[src/rtl/mw_pkg.sv]
// Package: shared state type and command codes for the serial EEPROM slave.
// Assumes: nothing beyond IEEE 1800-2017.
package mw_pkg;

    typedef enum logic [2:0] {
        ST_IDLE,
        ST_OP,
        ST_ADDR,
        ST_DATA,
        ST_READ,
        ST_STATUS,
        ST_WAIT
    } mw_state_e;

    localparam logic [1:0] OPC_EXT   = 2'b00;
    localparam logic [1:0] OPC_WRITE = 2'b01;
    localparam logic [1:0] OPC_READ  = 2'b10;
    localparam logic [1:0] OPC_ERASE = 2'b11;

    localparam logic [1:0] EXT_WDIS  = 2'b00;
    localparam logic [1:0] EXT_WRALL = 2'b01;
    localparam logic [1:0] EXT_ERALL = 2'b10;
    localparam logic [1:0] EXT_WEN   = 2'b11;

endpackage

[src/rtl/mw_busy_timer.sv]
// Module: mw_busy_timer
// Stands in for the nonvolatile programming time. A start pulse loads
// TICKS, the count falls by one per clock, and busy is high while the
// count is non-zero.
// Assumes: start is a single-cycle pulse that never arrives while busy.
module mw_busy_timer #(
    parameter int TICKS = 40
) (
    input  logic clk,
    input  logic rst_n,
    input  logic start,
    output logic busy
);
    localparam int CW = $clog2(TICKS + 1);

    logic [CW-1:0] cnt_q;

    // Load on start, otherwise count down to zero.
    always_ff @(posedge clk) begin
        if (!rst_n)           cnt_q <= '0;
        else if (start)       cnt_q <= CW'(TICKS);
        else if (cnt_q != '0) cnt_q <= cnt_q - 1'b1;
    end

    assign busy = (cnt_q != '0);


    busy_load_chk: assert property (@(posedge clk) disable iff (!rst_n)
        start |=> busy);


    count_down_chk: assert property (@(posedge clk) disable iff (!rst_n)
        (busy && !start) |=> (cnt_q == $past(cnt_q) - 1'b1));

endmodule

[src/rtl/mw_array.sv]
// Module: mw_array
// Register-based storage of WORDS x WBITS with two byte lanes. One write
// port can hit a single word or every word at once. The read port is
// combinational.
// Assumes: WBITS is even. Reset models the erased (all ones) state.
module mw_array #(
    parameter int WORDS = 64,
    parameter int WBITS = 16
) (
    input  logic                     clk,
    input  logic                     rst_n,
    input  logic                     wr_en,
    input  logic                     wr_all,
    input  logic [$clog2(WORDS)-1:0] wr_idx,
    input  logic [1:0]               wr_lane,
    input  logic [WBITS-1:0]         wr_data,
    input  logic [$clog2(WORDS)-1:0] rd_idx,
    output logic [WBITS-1:0]         rd_word
);
    localparam int IW = $clog2(WORDS);
    localparam int HB = WBITS / 2;

    logic [WBITS-1:0] cells [WORDS];

    for (genvar gi = 0; gi < WORDS; gi++) begin : g_word
        logic [WBITS-1:0] cell_q;
        logic             hit;

        assign hit = wr_en && (wr_all || (wr_idx == IW'(gi)));

        // Update the enabled byte lanes of this word.
        always_ff @(posedge clk) begin
            if (!rst_n) begin
                cell_q <= '1;
            end else if (hit) begin
                if (wr_lane[0]) cell_q[HB-1:0]     <= wr_data[HB-1:0];
                if (wr_lane[1]) cell_q[WBITS-1:HB] <= wr_data[WBITS-1:HB];
            end
        end

        assign cells[gi] = cell_q;
    end

    assign rd_word = cells[rd_idx];

endmodule

[src/rtl/mw_serial_ctrl.sv]
// Module: mw_serial_ctrl
// Serial front end: detects serial clock edges, qualifies the start bit,
// collects opcode, address and data, decodes commands, drives the array
// write port, and shifts read data or ready status out.
// Assumes: cs, sk, di are synchronous to clk, and each sk level lasts at
// least two clk cycles.
module mw_serial_ctrl
    import mw_pkg::*;
#(
    parameter int AW16  = 6,
    parameter int WBITS = 16
) (
    input  logic             clk,
    input  logic             rst_n,
    input  logic             cs,
    input  logic             sk,
    input  logic             di,
    input  logic             org,
    input  logic             busy,
    input  logic [WBITS-1:0] rd_word,
    output logic [AW16-1:0]  rd_idx,
    output logic             mem_we,
    output logic             mem_all,
    output logic [AW16-1:0]  mem_idx,
    output logic [1:0]       mem_lane,
    output logic [WBITS-1:0] mem_wdata,
    output logic             prog_start,
    output logic             so,
    output logic             so_en
);
    localparam int AWB  = AW16 + 1;
    localparam int HB   = WBITS / 2;
    localparam int CNTW = $clog2(WBITS + AWB + 1);

    mw_state_e        state;
    logic             sk_q;
    logic [CNTW-1:0]  bit_cnt;
    logic [1:0]       op_q;
    logic [AWB-1:0]   addr_q;
    logic [WBITS-1:0] data_q;
    logic [WBITS-1:0] rd_sh;
    logic             so_q;
    logic             wen_q;

    logic             sk_rise;
    logic [CNTW-1:0]  aw_now, dw_now;
    logic [AWB-1:0]   addr_next, addr_sel, addr_inc;
    logic [WBITS-1:0] data_next, rd_aligned;
    logic [HB-1:0]    rd_byte;
    logic [1:0]       ext_code;
    logic             last_addr, last_data;
    logic             do_erase, do_eral, do_write, do_wral;

    // Rising edge of the serial clock, qualified by chip select.
    assign sk_rise = sk && !sk_q && cs;

    // Field lengths for the current organisation.
    assign aw_now = org ? CNTW'(AW16)  : CNTW'(AWB);
    assign dw_now = org ? CNTW'(WBITS) : CNTW'(HB);

    // Shift values including the bit sampled this edge.
    assign addr_next = {addr_q[AWB-2:0], di};
    assign data_next = {data_q[WBITS-2:0], di};
    assign ext_code  = org ? addr_next[AW16-1:AW16-2] : addr_next[AWB-1:AWB-2];

    // Frame completion points.
    assign last_addr = (state == ST_ADDR) && sk_rise && (bit_cnt == aw_now - 1'b1);
    assign last_data = (state == ST_DATA) && sk_rise && (bit_cnt == dw_now - 1'b1);

    // Program command decode at the final bit.
    assign do_erase = last_addr && (op_q == OPC_ERASE);
    assign do_eral  = last_addr && (op_q == OPC_EXT) && (ext_code == EXT_ERALL);
    assign do_write = last_data && (op_q == OPC_WRITE);
    assign do_wral  = last_data && (op_q == OPC_EXT);

    // Array write port: gated by the protection latch.
    assign mem_we     = wen_q && (do_erase || do_eral || do_write || do_wral);
    assign mem_all    = do_eral || do_wral;
    assign prog_start = mem_we;
    assign addr_sel   = last_addr ? addr_next : addr_q;
    assign mem_idx    = org ? addr_sel[AW16-1:0] : addr_sel[AWB-1:1];

    // Lane choice: whole word in x16 mode or for the all-location commands.
    always_comb begin
        if (org || mem_all) mem_lane = 2'b11;
        else                mem_lane = addr_sel[0] ? 2'b10 : 2'b01;
    end

    // Write data: ones for erase, byte copied to both lanes in x8 mode.
    always_comb begin
        if (do_erase || do_eral) mem_wdata = '1;
        else if (org)            mem_wdata = data_next;
        else                     mem_wdata = {2{data_next[HB-1:0]}};
    end

    // Read port and left-aligned read value for the current organisation.
    assign rd_idx     = org ? addr_q[AW16-1:0] : addr_q[AWB-1:1];
    assign rd_byte    = addr_q[0] ? rd_word[WBITS-1:HB] : rd_word[HB-1:0];
    assign rd_aligned = org ? rd_word : {rd_byte, {HB{1'b0}}};
    assign addr_inc   = org ? {1'b0, AW16'(addr_q[AW16-1:0] + 1'b1)} : addr_q + 1'b1;

    // Command sequencer: start detection, field collection, decode, read shift.
    always_ff @(posedge clk) begin
        if (!rst_n) begin
            state   <= ST_IDLE;
            sk_q    <= 1'b0;
            bit_cnt <= '0;
            op_q    <= '0;
            addr_q  <= '0;
            data_q  <= '0;
            rd_sh   <= '0;
            so_q    <= 1'b0;
            wen_q   <= 1'b0;
        end else begin
            sk_q <= sk;
            if (!cs) begin
                state   <= ST_IDLE;
                bit_cnt <= '0;
            end else if (sk_rise) begin
                case (state)
                    ST_IDLE: begin
                        if (di) begin
                            state   <= busy ? ST_WAIT : ST_OP;
                            bit_cnt <= '0;
                            addr_q  <= '0;
                            data_q  <= '0;
                        end
                    end
                    ST_OP: begin
                        op_q <= {op_q[0], di};
                        if (bit_cnt == CNTW'(1)) begin
                            state   <= ST_ADDR;
                            bit_cnt <= '0;
                        end else begin
                            bit_cnt <= bit_cnt + 1'b1;
                        end
                    end
                    ST_ADDR: begin
                        addr_q <= addr_next;
                        if (last_addr) begin
                            bit_cnt <= '0;
                            case (op_q)
                                OPC_READ: begin
                                    state   <= ST_READ;
                                    so_q    <= 1'b0;
                                    bit_cnt <= dw_now;
                                end
                                OPC_WRITE: state <= ST_DATA;
                                OPC_ERASE: state <= mem_we ? ST_STATUS : ST_WAIT;
                                default: begin
                                    case (ext_code)
                                        EXT_WEN: begin
                                            wen_q <= 1'b1;
                                            state <= ST_WAIT;
                                        end
                                        EXT_WDIS: begin
                                            wen_q <= 1'b0;
                                            state <= ST_WAIT;
                                        end
                                        EXT_ERALL: state <= mem_we ? ST_STATUS : ST_WAIT;
                                        default:   state <= ST_DATA;
                                    endcase
                                end
                            endcase
                        end else begin
                            bit_cnt <= bit_cnt + 1'b1;
                        end
                    end
                    ST_DATA: begin
                        data_q <= data_next;
                        if (last_data) state <= mem_we ? ST_STATUS : ST_WAIT;
                        else           bit_cnt <= bit_cnt + 1'b1;
                    end
                    ST_READ: begin
                        if (bit_cnt == dw_now) begin
                            so_q    <= rd_aligned[WBITS-1];
                            rd_sh   <= {rd_aligned[WBITS-2:0], 1'b0};
                            bit_cnt <= CNTW'(1);
                        end else begin
                            so_q    <= rd_sh[WBITS-1];
                            rd_sh   <= {rd_sh[WBITS-2:0], 1'b0};
                            bit_cnt <= bit_cnt + 1'b1;
                            if (bit_cnt == dw_now - 1'b1) addr_q <= addr_inc;
                        end
                    end
                    default: ;
                endcase
            end
        end
    end

    // Output driver: released at once when cs is low.
    assign so_en = cs && ((state == ST_READ) || (state == ST_STATUS));
    assign so    = (state == ST_STATUS) ? !busy : so_q;


    no_start_while_busy_chk: assert property (@(posedge clk) disable iff (!rst_n)
        prog_start |-> !busy);


    wen_reset_chk: assert property (@(posedge clk) disable iff (!rst_n)
        !$past(rst_n) |-> !wen_q);


    dummy_zero_chk: assert property (@(posedge clk) disable iff (!rst_n)
        (state == ST_READ && $past(state) != ST_READ) |-> !so);


    prog_status_chk: assert property (@(posedge clk) disable iff (!rst_n)
        mem_we |=> (state == ST_STATUS));

endmodule

[src/rtl/mw_eeprom.sv]
// Module: mw_eeprom (top)
// Serial EEPROM slave: links the serial controller to the storage array
// and to the programming-time counter.
// Assumes: WORDS is a power of two, WBITS is even, serial inputs are
// synchronous to clk.
module mw_eeprom #(
    parameter int WORDS      = 64,
    parameter int WBITS      = 16,
    parameter int BUSY_TICKS = 40
) (
    input  logic clk,
    input  logic rst_n,
    input  logic cs,
    input  logic sk,
    input  logic di,
    input  logic org,
    output logic so,
    output logic so_en
);
    localparam int AW16 = $clog2(WORDS);

    logic             busy;
    logic             prog_start;
    logic             mem_we, mem_all;
    logic [AW16-1:0]  mem_idx, rd_idx;
    logic [1:0]       mem_lane;
    logic [WBITS-1:0] mem_wdata, rd_word;

    mw_serial_ctrl #(.AW16(AW16), .WBITS(WBITS)) u_ctrl (
        .clk(clk), .rst_n(rst_n), .cs(cs), .sk(sk), .di(di), .org(org),
        .busy(busy), .rd_word(rd_word), .rd_idx(rd_idx),
        .mem_we(mem_we), .mem_all(mem_all), .mem_idx(mem_idx),
        .mem_lane(mem_lane), .mem_wdata(mem_wdata),
        .prog_start(prog_start), .so(so), .so_en(so_en)
    );

    mw_array #(.WORDS(WORDS), .WBITS(WBITS)) u_array (
        .clk(clk), .rst_n(rst_n), .wr_en(mem_we), .wr_all(mem_all),
        .wr_idx(mem_idx), .wr_lane(mem_lane), .wr_data(mem_wdata),
        .rd_idx(rd_idx), .rd_word(rd_word)
    );

    mw_busy_timer #(.TICKS(BUSY_TICKS)) u_timer (
        .clk(clk), .rst_n(rst_n), .start(prog_start), .busy(busy)
    );

endmodule

[config.mk]
export PLATFORM = sky130hd
export DESIGN_NAME = mw_eeprom
export DESIGN_NICKNAME = d
export VERILOG_FILES = /design/src/rtl/mw_pkg.sv /design/src/rtl/mw_busy_timer.sv /design/src/rtl/mw_array.sv /design/src/rtl/mw_serial_ctrl.sv /design/src/rtl/mw_eeprom.sv
export SDC_FILE = /design/constraint.sdc
export NUM_CORES = 2
export LEC_CHECK = 0
export BUFFER_PORTS_ARGS = -buffer_cell sky130_fd_sc_hd__buf_2
export CAP_MARGIN = 40
export CORE_AREA = 2 2 327 329
export CTS_CLUSTER_SIZE = 16
export DETAILED_ROUTE_END_ITERATION = 7
export DIE_AREA = 0 0 329 331
export SYNTH_ARGS = -nofsm -noshare
export SYNTH_HDL_FRONTEND = slang
export SYNTH_SLANG_ARGS = --single-unit
[constraint.sdc]
create_clock -name clk -period 12.2 [get_ports clk]
set_clock_uncertainty 0.2 [all_clocks]
set_input_delay 1.22 -clock clk [delete_from_list [all_inputs] [get_ports clk]]
set_output_delay 1.22 -clock clk [all_outputs]
set_load 0.05 [all_outputs]
After elaboration in Yosys (flattened, before gate mapping)
Index checks and enable logic that the tools add are counted.
Operators by class
  equality and inequality tests: 85
  add/sub/neg operators: 6
  reductions and logical operators: 301
  bitwise gates (word level): 3
  magnitude comparators: 1
  multiplexer cells: 47
Operators with widths (count)
  AND reduction 2 bit: 129
  equality test 6 bit, second input constant: 32
  binary-select mux 16 bit (select 6 bit): 1
  equality test 6 x 5 -> 1 bit, second input constant: 16
  2-to-1 mux 16 bit: 6
  logical AND 1 bit: 77
  logical OR 1 bit: 70
  equality test 6 x 4 -> 1 bit, second input constant: 8
  2-to-1 mux 5 bit: 7
  2-to-1 mux 7 bit: 5
  case mux 15 bit (2 select lines): 1
  case mux 5 bit (5 select lines): 1
  equality test 6 x 3 -> 1 bit, second input constant: 4
  2-to-1 mux 6 bit: 4
  case mux 7 bit (3 select lines): 1
  AND reduction 6 bit: 3
  equality test 5 bit: 3
  2-to-1 mux 15 bit: 1
  2-to-1 mux 3 bit: 5
  equality test 6 x 2 -> 1 bit, second input constant: 2
  case mux 3 bit (4 select lines): 1
  subtractor 5 x 1 -> 5 bit, second input constant: 2
  case mux 3 bit (3 select lines): 1
  equality test 2 bit, second input constant: 4
  34 further kinds: 59
Word-level totals
  register bits: 1081
  logic and storage cells: 582
  output and inout port bits: 2
  input bits: 6

Longest topological paths before layout
  word-level depth: 16
  gate-level depth with buffers: 18
  depth with buffers taken out: 11

By module
From an unflattened synthesis, not the netlist that was laid out.
Unflattened totals
  cells, all modules: 5941
  area total of the unflattened synthesis: 48252.5 µm²
By module, submodules not included
  mw_array: seq. area each 20499.7 µm², area each 44625.3 µm², instances 1, cells each 5476
  mw_serial_ctrl: seq. area each 1001.0 µm², area each 3309.4 µm², instances 1, cells each 434
  mw_busy_timer: seq. area each 120.1 µm², area each 317.8 µm², instances 1, cells each 31

Worst setup path after synthesis
No wires, ideal clock.
  path type: input port to flip-flop
  from: input org
  to: register u_array.g_word[54].cell_q[12]
  data required time: 11.880 ns
  library setup time: 0.120 ns
  slack: 7.155 ns
  stages on the path: 16
  buffers on the path: 7
  arrival time: 4.725 ns
  path through: buf_2 -> buf_4 -> clkbuf_1 -> buf_2 -> a21oi_1 -> inv_1 -> clkbuf_1 -> ha_1 -> a22o_1 -> a211oi_2 -> nor2_1 -> clkbuf_1 -> o21ai_0 -> clkbuf_1 -> nor2_1 -> a211o_1
On the way
  word-level cells in the longest chain between the ends: 12
  elaborated cells on any way between the ends: 31
  those cells by class: add/sub (2); eq/ne (4); mux (9); reduce/logical (16)
Ends and longest elaborated chain
  from (decl): RTL line mw_eeprom.sv:16  | input logic org,
  branches (longest 12 deep; another with subtractor 5 x 1 -> 5 bit)
  to (signal, indexed assignment): RTL line mw_array.sv:36  | if (wr_lane[0]) cell_q[HB-1:0] <= wr_data[HB-1:0];
  to (signal, indexed assignment): RTL line mw_array.sv:37  | if (wr_lane[1]) cell_q[WBITS-1:HB] <= wr_data[WBITS-1:HB];
  to (decl): RTL line mw_array.sv:26  | logic [WBITS-1:0] cell_q;
Parallel ways; which one is timed is not known.
A chain may end at the register's enable or synchronous reset.

Worst setup path in the final report
  from: input org
  to: register u_array.g_word[35].cell_q[15]
On the way
  word-level cells in the longest chain between the ends: 12
  elaborated cells on any way between the ends: 31
  those cells by class: add/sub (2); eq/ne (4); mux (9); reduce/logical (16)
Ends and longest elaborated chain (RTL line)
  branches (longest 12 deep; another with subtractor 5 x 1 -> 5 bit)
  to (signal, indexed assignment): mw_array.sv:36
  to (signal, indexed assignment): mw_array.sv:37
  to (decl): mw_array.sv:26
Parallel ways; which one is timed is not known.

==> results by group <==
Timing
  – Hold Slack: 0.2507 ns
  – Crit share post-route: 0.5008
  – Final Max Slew Viols: 0
  – Fin crit period: 6.110 ns
  – Setup WS post-layout: 6.090 ns
  – RSZ-0062 raised after global routing: false
  – Slew headroom: 0.1243
  – Final hold vios: 0
  – Setup TNS: 0 ns
  – Max Clock Freq: 0.1637 GHz
  – Actual slew at the worst max-slew pin: 1.314 ns
  – Setup violators final: 0

Logic synthesis
  – Syn avg cell area: 8.512 um2
  – Number of synthesized flops with an enable pin: 0
  – Cell Area, Synth: 52280 um2
  – Post-synth top area cell: dfxtp_1
  – Post-synth cell types: 104
  – Asr flop ratio synth: 0
  – Yosys warns: 0
  – Post-synthesis cell count: 6142
  – Ys flop type: dfxtp_1
  – Top cell type's share of synthesized area: 0.4136
  – Seq/Total Area, Yosys: 0.4136
  – Number of synthesized register bits: 1080
  – Top cells by area, synth: dfxtp_1, mux2i_1, nor2_1
  – Syn Nets: 6156

Placed design
  – DP Area: 53670 um2
  – Detailed placer's ending HPWL: 121800 um
  – Gpl congestion: 0.9634
  – Dpl cells: 7155
  – Port Buffer Count: 7
  – DP Worst Slack: 5.564 ns

Cells and area
  – Final core occ: 0.5478
  – # fillers: 9616
  – Growth of design area from synthesis to finish: 9.990%
  – Layout cell share with drive strength beyond 1: 0.1116
  – Final Non-Filler Cells: 7370
  – Most frequent cells in the layout: dfxtp_1, nor2_1, mux2i_1
  – N_diodes: 0
  – Post-layout nets: 5898
  – Post-route cell area: 57500 um2
  – Most common cell after layout, fill and taps aside: dfxtp_1

Floorplanning
  – Die W: 329 um
  – Row Count: 119
  – Initial Util: 0.4980
  – Num ports: 8
  – Die Span Y: 331 um
  – Die ar.: 108900 um2
  – Core Region: 105000 um2

Detailed routing
  – Met2 wire length: 81160 um
  – WL met3: 20460 um
  – Number of DRC markers in iteration 0: 6228
  – Via count: 47440
  – Vias per cell: 6.437
  – DRC: 0
  – Final WL: 191900 um
  – ANT nets after route: 0
  – WL/cell: 26.04 um
  – Initial DRT Pass Iterations: 8
  – Met1 WL: 82990 um
  – Max layer used: met4

Worst setup path
  – Critical Path End Type: flop
  – Worst path cell trace: buf_4 -> buf_4 -> nor2b_1 -> a21oi_1 -> inv_1 -> ha_1 -> nand2_1 -> a21oi_2 -> buf_4 -> o21a_1 -> nand2_1 -> buf_4 -> o31a_1 -> nor2_1 -> a31oi_1
  – CP max FO: 53
  – Crit path top cell by count: buf_4
  – WP data required: 12.65 ns
  – Critical path arrival: 6.56 ns
  – Max incr delay on CP: 0.81 ns
  – Kind of cell adding the most delay to the critical path: compound AO/OA/AOI/OAI gates
  – Crit-path slowest cell: o31a_1
  – Worst Path Buf+Inv: 5
  – CP startpoint kind: input pin
  – WS Path Type: in -> reg

Power and ir drop
  – Pwr/cell area: 131.4 nW/um2
  – Peak VDD IR: 0.1382 mV
  – Leakage: 22.34 nW
  – Total power: 7.556 mW

Clock tree
  – # H-tree levels: 3
  – CTS tree: yes
  – Bufs on Longest Clock Path: 3
  – CTS Sinks: 1080
  – CTS clk-pin slew, worst paths: 0.06 ns
  – Clk_lat worst skew: 0.72 ns
  – Post-CTS setup buffers: 0
  – CTS Buf Count: 115
  – CTS hold repair buffers: 0
  – Post_cts resized: 0
  – CTS Root Cell: clkbuf_16

Global routing
  – Overflow after GRT: 0
  – First-pass GRT wire length: 282900 um
  – Vias in the first global route: 42826
  – Total GRT Usage: 0.3423
  – Largest net degree at the start of global routing: 197
  – Initial antenna violation count: 4

Flow run
  – Max-cap viol count: 0

Outcome
  – Outcome: finished, final reports clean

Worst hold path
  – Tightest Hold Check Type: reg -> reg
## report_power, final
group / switching [mW] / internal, mW / total (mW)
combinational: 0.339 / 0.115 / 0.455
sequential: 0.00938 / 3.53 / 3.54
clock: 1.50 / 2.06 / 3.56
total: 1.85 / 5.71 / 7.56
## area by class of cell
type,count,area [um2],share of cell area
Clock buffer,177,3473,0.06040
Clock inverter,35,344.1,0.005984
Inverter,331,1250,0.02174
Multi-Input combinational cell,4161,27290,0.4746
Sequential cell,1080,21630,0.3762
Tap cell,1391,1740,0.03027
Timing Repair Buffer,195,1772,0.03081
## kinds of logic after synthesis
family                     Yosys count  synth area share
AOI/OAI and AO/OA                 1586            0.2051
and+or+nand+nor                   1943            0.1691
muxes                              617            0.1388
DFF                               1080            0.4136
adders and majority gates            8          0.001915
buffers and inverters              901           0.07029
xor gates and xnor gates             7          0.001173
## Yosys cell counts, types with 30 or more instances
library cell and count:
nand3_1 170, mux4_2 78, o21ai_0 74, buf_1 46
nand2_1 350, nor2_1 731, mux2i_1 509, a22oi_1 138
o211ai_1 94, o22ai_1 30, dfxtp_1 1080, nand4_1 67
clkbuf_1 346, a21oi_1 491, a211o_1 118, buf_2 156
a31oi_1 337, inv_1 328, nor3_1 458
## state kept, by name, indices dropped and copies added (netlist names)
| signal | count |
|---|---|
| u_array.g_word.cell_q | 1024 |
| u_ctrl.data_q | 15 |
| u_ctrl.rd_sh | 15 |
| u_ctrl.addr_q | 7 |
| u_timer.cnt_q | 6 |
| u_ctrl.bit_cnt | 5 |
| u_ctrl.state | 3 |
| u_ctrl.op_q | 2 |
| u_ctrl.sk_q | 1 |
| u_ctrl.so_q | 1 |
| u_ctrl.wen_q | 1 |
## worst paths after layout
check / slack, ns / end / cells past startpoint / start
setup / recovery: 6.09 / u_array.g_word[35].cell_q[15] / 15 / org
hold / removal: 0.25 / u_array.g_word[44].cell_q[13] / 2 / u_array.g_word[44].cell_q[13]
setup reg to reg: 6.95 / u_array.g_word[45].cell_q[0] / 14 / u_ctrl.addr_q[5]
hold reg to reg: 0.25 / u_array.g_word[44].cell_q[13] / 2 / u_array.g_word[44].cell_q[13]
## routing by layer
| layer | up-vias | global-route usage |
|---|---|---|
| li1 | 21689 | - |
| met1 | 22825 | 0.4899 |
| met2 | 2516 | 0.5045 |
| met3 | 410 | 0.07143 |
| met4 | 0 | 0.1304 |
| met5 | - | 0 |
## worst register-to-register path: stages, from the launching register on
cell and delay [ns]:
dfxtp_1 0.81, nor2b_1 0.39, a21oi_1 0.23, inv_1 0.16, ha_1 0.26, nand2_1 0.09
a21oi_2 0.13, buf_4 0.36, o21ai_2 0.11, buf_4 0.25, nor2_4 0.61, buf_4 0.67
a21oi_1 0.16, nor2_2 0.50, mux2i_1 0.25
Power figures use the tool's default switching activity.
